File: src/rtl/dbr_sequencer.sv
module dbr_sequencer #(
  parameter int AW    = 12,
  parameter int DEPTH = 8
) (
  input  logic          clk,
  input  logic          rst_n,
  output logic [AW-1:0] fetch_addr,
  input  logic [1:0]    ins_op,
  input  logic [AW-1:0] ins_target,
  output logic          exe_valid,
  output logic [AW-1:0] exe_pc,
  output logic          slot_err,
  output logic          stk_ovf,
  output logic          stk_unf
);
  localparam int SPW = $clog2(DEPTH + 1);
  localparam int IW  = (DEPTH > 1) ? $clog2(DEPTH) : 1;

  localparam logic [1:0] OP_JMP = 2'b01;
  localparam logic [1:0] OP_CALL = 2'b10;
  localparam logic [1:0] OP_RET = 2'b11;

  logic          dec_valid;
  logic [AW-1:0] dec_pc;
  logic [1:0]    slots;
  logic [1:0]    ex_op;
  logic [AW-1:0] ex_tgt;
  logic [AW-1:0] stk [DEPTH];
  logic [SPW-1:0] sp;

  logic dec_br, dec_bad, is_call, is_ret, push_ok, pop_ok, redir;
  logic [AW-1:0] redir_addr;
  logic [IW-1:0] top_idx, push_idx;

  assign dec_br   = dec_valid && (ins_op != 2'b00);
  assign dec_bad  = dec_br && (slots != 2'd0);
  assign is_call  = exe_valid && (ex_op == OP_CALL);
  assign is_ret   = exe_valid && (ex_op == OP_RET);
  assign push_ok  = is_call && (sp != SPW'(DEPTH));
  assign pop_ok   = is_ret && (sp != '0);
  assign redir    = (exe_valid && (ex_op == OP_JMP)) || is_call || pop_ok;
  assign top_idx  = IW'(sp - 1'b1);
  assign push_idx = IW'(sp);
  assign redir_addr = is_ret ? stk[top_idx] : ex_tgt;

  always_ff @(posedge clk or negedge rst_n) begin
    if (!rst_n) begin
      fetch_addr <= '0;
      dec_valid  <= 1'b0;
      dec_pc     <= '0;
      slots      <= 2'd0;
      exe_valid  <= 1'b0;
      exe_pc     <= '0;
      ex_op      <= 2'b00;
      ex_tgt     <= '0;
      slot_err   <= 1'b0;
    end else begin
      fetch_addr <= redir ? redir_addr : fetch_addr + 1'b1;
      dec_valid  <= 1'b1;
      dec_pc     <= fetch_addr;
      if (dec_valid) begin
        if (dec_br && !dec_bad) slots <= 2'd2;
        else if (slots != 2'd0) slots <= slots - 2'd1;
      end
      exe_valid <= dec_valid;
      exe_pc    <= dec_pc;
      ex_op     <= (dec_valid && !dec_bad) ? ins_op : 2'b00;
      ex_tgt    <= ins_target;
      slot_err  <= dec_bad;
    end
  end

  always_ff @(posedge clk or negedge rst_n) begin
    if (!rst_n) begin
      sp      <= '0;
      stk_ovf <= 1'b0;
      stk_unf <= 1'b0;
    end else begin
      if (push_ok) sp <= sp + 1'b1;
      else if (pop_ok) sp <= sp - 1'b1;
      if (is_call && !push_ok) stk_ovf <= 1'b1;
      if (is_ret && !pop_ok) stk_unf <= 1'b1;
    end
  end

  always_ff @(posedge clk) begin
    if (rst_n && push_ok) stk[push_idx] <= exe_pc + AW'(3);
  end
endmodule

File: config.mk
export PLATFORM = sky130hd
export DESIGN_NAME = dbr_sequencer
export DESIGN_NICKNAME = d
export VERILOG_FILES = /design/src/rtl/dbr_sequencer.sv
export SDC_FILE = /design/constraint.sdc
export NUM_CORES = 1
export LEC_CHECK = 0
export BUFFER_PORTS_ARGS = -buffer_cell sky130_fd_sc_hd__buf_2
export CAP_MARGIN = 20
export CELL_PAD_IN_SITES_DETAIL_PLACEMENT = 1
export CELL_PAD_IN_SITES_GLOBAL_PLACEMENT = 1
export CORE_MARGIN = 2
export CORE_UTILIZATION = 46
export CTS_CLUSTER_DIAMETER = 100
export CTS_CLUSTER_SIZE = 20
export DETAILED_ROUTE_END_ITERATION = 16
export PLACE_DENSITY_LB_ADDON = 0.15
export SLEW_MARGIN = 20
export SYNTH_ARGS = -nofsm -noshare
export SYNTH_HDL_FRONTEND = slang
export SYNTH_SLANG_ARGS = --single-unit
File: constraint.sdc
create_clock -name clk -period 3.1 [get_ports clk]
set_input_delay 0.31 -clock clk [delete_from_list [all_inputs] [get_ports clk]]
set_output_delay 0.31 -clock clk [all_outputs]
set_load 0.01 [all_outputs]
After elaboration in Yosys (flattened, before gate mapping)
Memories as Yosys holds them, arrays and structs flattened.
Cells that the tools add are included.
{ "op_classes": {"n_addsub": 5, "eq_ne": 4, "muxes": 9, "reduce_logical": 23} }
{ "op_table": {"columns": ["operator", "n"], "rows": [
  ["$mux 12", 2],
  ["$add 12x1->12 const B", 1],
  ["$add 12x2->12 const B", 1],
  ["$logic_and 1x1->1", 12],
  ["$mux 4", 2],
  ["$reduce_bool 2->1", 4],
  ["$mux 2", 3],
  ["$add 4x1->4 const B", 1],
  ["$eq 2x2->1 const B", 2],
  ["$ne 4x4->1 const B", 1],
  ["$reduce_bool 4->1", 1],
  ["$sub 4x1->4 const B", 1],
  ["$logic_not 1->1", 3],
  ["$eq 2x1->1 const B", 1],
  ["$logic_or 1x1->1", 2],
  ["$mux 1", 2],
  ["$reduce_and 2->1", 1],
  ["$sub 2x1->2 const B", 1]
]} }
{ "word_totals": {"regBits": 61, "mem_bits_rw": 96, "wordCells": 54, "n_memories": 1} }
{ "memory_table": {"columns": ["name", "depth", "width", "rd", "rd_ports_with_merged_regs", "wr", "line_no", "rtl"], "rows": [
  ["stk", 8, 12, 1, 0, 1, "28", "logic [AW-1:0] stk [DEPTH];"]
]} }

Logic depth before layout (Yosys ltp)
{ "depth": {"depth_word": 7, "ltp_mapped": 11} }

Worst setup path after synthesis
No wires, ideal clock.
{ "synth_timing": {"path_type": "flip-flop to flip-flop", "start": "reg sp[0]", "end": "mem stk[1][0], enable pin", "setup_time_ns": 0.396, "arrival_time_ns": 2.721, "t_required_ns": 2.704, "path_slack_ns": -0.018, "stages_incl_launch_ff": 10, "period_less_slack_ns": 3.118, "cell_sequence": "dfrtp_1 clkbuf_1 buf_1 inv_1 ha_1 nand3b_1 and2_1 clkbuf_1 nand3_1 nor3_1"} }
{ "synth_via": {"elab_chain_cells": 5} }
{ "synth_rtl": {"columns": ["item", "line_no", "rtl"], "rows": [
  ["from (decl)", "29", "logic [SPW-1:0] sp;"],
  ["from (signal assigned)", "79", "if (push_ok) sp <= sp + 1'b1;"],
  ["from (signal assigned)", "80", "else if (pop_ok) sp <= sp - 1'b1;"],
  ["$ne 4x4->1", "39", "assign push_ok = is_call && (sp != SPW'(DEPTH));"],
  ["$logic_and 1x1->1", "39", null],
  ["$logic_and 1x1->1", "87", "if (rst_n && push_ok) stk[push_idx] <= exe_pc + AW'(3);"],
  ["$mux 1", "87", null],
  ["$mux 1 (not written as such)", "87", null],
  ["to (decl)", "28", null]
]} }
Parallel ways exist; a longest one is shown, timed or not.

Worst setup path in the final report
{ "layout_timing": {"start": "reg sp[1]", "end": "reg fetch_addr[11]"} }
{ "layout_via": {"elab_chain_cells": 4} }
{ "layout_rtl": {"columns": ["item", "line_no", "rtl"], "rows": [
  ["$sub 4x1->4 or $reduce_bool 4->1 (tied branches)", null, null],
  ["$mem_v2 8x12 or $logic_and 1x1->1 (tied branches)", null, null],
  ["$mux 12 or $logic_or 1x1->1 (tied branches)", "44, 41", null],
  ["$mux 12 *", "58", "fetch_addr <= redir ? redir_addr : fetch_addr + 1'b1;"],
  ["to (signal assigned)", "58", null],
  ["to (decl)", "7", "output logic [AW-1:0] fetch_addr,"]
]} }
Mark *: on every way between the ends. The rest lies on a longest branch, timed or not.
A chain may end at the register's enable or synchronous reset.

==> run_results.csv <==
group,metric,value,unit
clock_network,clk_pin_slew,60,ps
routing,wl,13.8,mm
cells_and_area,area_growth,19.8,%
critical_path,r2r_cells,8,
yosys,synth_edf_count,96,
clock_network,cts_root_buf,"clkbuf_16",
floorplan,die_w,120,um
critical_path,path_buf_inv,2,
critical_path,worstPathRequired,3440,ps
timing,finalSetupViolCount,0,
placement,io_buffers,43,
floorplan,die-area,14300,um2
placement,dpl_worst_slack,417,ps
timing,fin_setup_tns,0,ps
timing,setup_slack,408,ps
yosys,synth_area_leaders,"edfxtp_1 (47%), dfrtp_1 (25%), mux4_1 (6.0%)",
cells_and_area,nets,468,
timing,finalHoldViolations,0,
power_and_ir_drop,power,7.73,mW
timing,finalClockSkew,7.09,ps
floorplan,start_util,0.467,
critical_path,critical_path_class,"reg2reg",
clock_network,clockBufferDepth,2,
timing,period_share,0.869,
routing,detail-route-antenna-nets,0,
power_and_ir_drop,powerDensity,1050,nW/um2
critical_path,crit_path_end,"fetch_addr[11]",
timing,worst_pin_slew,857,ps
grt,grt_pass1_wl,21.1,mm
yosys,netlist.area_leader.share,0.470,
grt,grt_max_degree,62,
cells_and_area,layoutNonFillerInstCount,635,
clock_network,cts_tree,"yes",
clock_network,insertion_delay,420,ps
cells_and_area,fin_util,0.560,
yosys,synth_flop_cell,"edfxtp_1",
placement,gp_congestion,0.758,
clock_network,cts_buffers,17,
power_and_ir_drop,peakVddDrop,0.504,mV
worst_hold_path,hold_depth,2,
yosys,avgSynthCellArea,16.4,um2
timing,fmax,0.371,GHz
clock_network,clock_sinks,157,
grt,overflow,0,
timing,finalWorstPathRequiredPeriod,2690,ps
critical_path,cp-end-kind,"flop",
routing,dr.pass1.iters,4,
placement,dpl.cell_count,591,
critical_path,r2r_end,"fetch_addr[11]",
timing,slew_violations,0,
yosys,ys_warn_count,0,
critical_path,r2r-start,"sp[1]",
grt,grt_pass1_vias,3585,
placement,hpwl,8.96,mm
critical_path,worstPathArrival,3030,ps
cells_and_area,drive_above_1_share,0.211,
critical_path,crit_start,"sp[1]",
routing,drt-initial-drc-count,204,
timing,rsz0062_at_grt,"no",
routing,vias,3450,
critical_path,cp_max_fo,16,
outcome,outcome,"complete, no violations",
critical_path,regToRegSetupSlack,410,ps
yosys,synth_nets,396,
job,maxCapViolCount,0,
yosys,ys_async_sr_fraction,0.389,
critical_path,path_cells,"inv_1 > ha_1 > xor2_4 > buf_4 > mux2i_1 > a22oi_1 > nand4_1 > a22oi_2",
yosys,ys_types,43,
clock_network,h-tree-depth,4,
yosys,synth_top_area_cell,"edfxtp_1",
critical_path,start_kind,"flop",
floorplan,core,13100,um2
yosys,ys_ff_latch,157,
worst_hold_path,hp-class,"in2reg",
cells_and_area,antenna_cells,0,
critical_path,cp_top_family,"XOR/XNOR gates",
grt,grtUsageTotal,0.206,
grt,antenna_found_initial,0,
timing,relSlewSlack,0.425,
routing,vias_per_cell,5.43,
power_and_ir_drop,p_leak,2.80,nW
floorplan,io_pins,44,
routing,drc,0,
critical_path,slowest_delay,620,ps
yosys,synthesis.area,6140,um2
critical_path,cp_slowest_cell,"xor2_4",
yosys,synth_seq_area_share,0.718,
yosys,syn_inst,374,
floorplan,num_rows,42,
floorplan,die_h,120,um
routing,routedWlPerCell,21.7,um
clock_network,post-cts-setup-buffers,0,
critical_path,path_depth,8,
==> final cells by class <==
type                       count  area, um2
fill                        1239       5790
multi-input combinational    193       1610
clock buffer                  30        608
clock inverter                 2       35.0
tap                          176        220
inverter                       9       33.8
sequential                   157       4410
timing repair buffer          68        433
==> flip-flops by register name, indices dropped and copies added, names as in the netlist <==
signal      count
fetch_addr     12
sp              4
slot_err        1
stk_unf         1
ex_op           2
dec_pc         12
stk            96
ex_tgt         12
exe_pc         12
stk_ovf         1
slots           2
exe_valid       1
dec_valid       1
==> worst reg2reg max path: stages, from the launching register on <==
cell	delay (ps)
dfrtp_1	500
inv_1	140
ha_1	300
xor2_4	620
buf_4	370
mux2i_1	120
a22oi_1	190
nand4_1	170
a22oi_2	190
==> through the flow <==
| step | hold slack, ps | area, um2 |
|---|---|---|
| floorplan | 14.4 | 6150 |
| global placement | 331 | 6590 |
| detailed placement | 336 | 6590 |
| CTS | 139 | 7350 |
| global route | 146 | 7350 |
| finish | 149 | 7350 |
==> report_power, final <==
group          total (mW)  leakage, nW  internal, mW  switching [mW]
combinational        2.39        0.909         0.970            1.42
clock                2.18        0.318          1.40           0.775
sequential           3.17         1.58          2.85           0.312
==> cells in the mapped netlist (3+ instances only) <==
cell and n:
a22oi_2 3, nor3_1 9, o31ai_1 5, clkbuf_1 11, nand2_1 23, ha_1 6, a22oi_1 3, mux4_1 14
mux2i_1 14, xor2_1 6, xnor2_1 15, and3_1 4, a21oi_1 7, nor2_1 30, nand4_1 8, inv_1 9
nand3_1 9, mux4_2 4, dfrtp_1 61, edfxtp_1 96, a211oi_1 5, o21ai_0 7
==> what timing repair did <==
| action | CTS | global route |
|---|---|---|
| resized for setup | 0 | 0 |
| hold buffers | 12 | 0 |
| hold endpoints to repair | 12 | 0 |
==> kinds of logic (layout without fill, tap and decap cells) <==
kind of cell	after synthesis	in the layout	share of synthesized area
flops	157	157	0.718
simple gates	92	92	0.0693
compound gates	40	40	0.0469
mux	32	32	0.0975
buf+inv	24	109	0.0206
xor+xnor	22	22	0.0345
fa+ha+maj	6	6	0.0122
other cells	1	1	0.000611
==> worst min-delay path by stage <==
stage               from        end  slack [ps]
2_1_floorplan      rst_n  dec_pc[0]          10
3_3_place_gp   dec_pc[4]  exe_pc[4]         330
3_5_place_dp   dec_pc[7]  exe_pc[7]         340
4_1_cts        ins_op[1]   ex_op[1]         140
5_1_grt        ins_op[1]   ex_op[1]         150
6_report       ins_op[1]   ex_op[1]         150
==> placed cells by master (no fill, tap or decap), types with 5 or more instances in the layout <==
cell type       n
dfrtp_1        61
buf_4          13
mux2i_1        14
nor3_1          7
mux4_1         14
buf_2          43
a211oi_1        5
nor2_1         30
nand3_1         9
xnor2_1        15
nand4_1         8
o21ai_0         7
o31ai_1         5
xor2_1          6
clkbuf_16      20
dlygate4sd3_1  12
ha_1            6
clkbuf_8        7
edfxtp_1       96
nand2_1        23
inv_1           9
a21oi_1         7
==> routing by layer <==
| metal | global-route usage | part of all wire |
|---|---|---|
| met2 | 0.311 | 0.46 |
| met3 | 0.0513 | 0.042 |
| met5 | 0 | 0 |
| met1 | 0.289 | 0.47 |
| met4 | 0.0831 | 0.021 |
No activity file was read; power rests on OpenSTA's default activity.
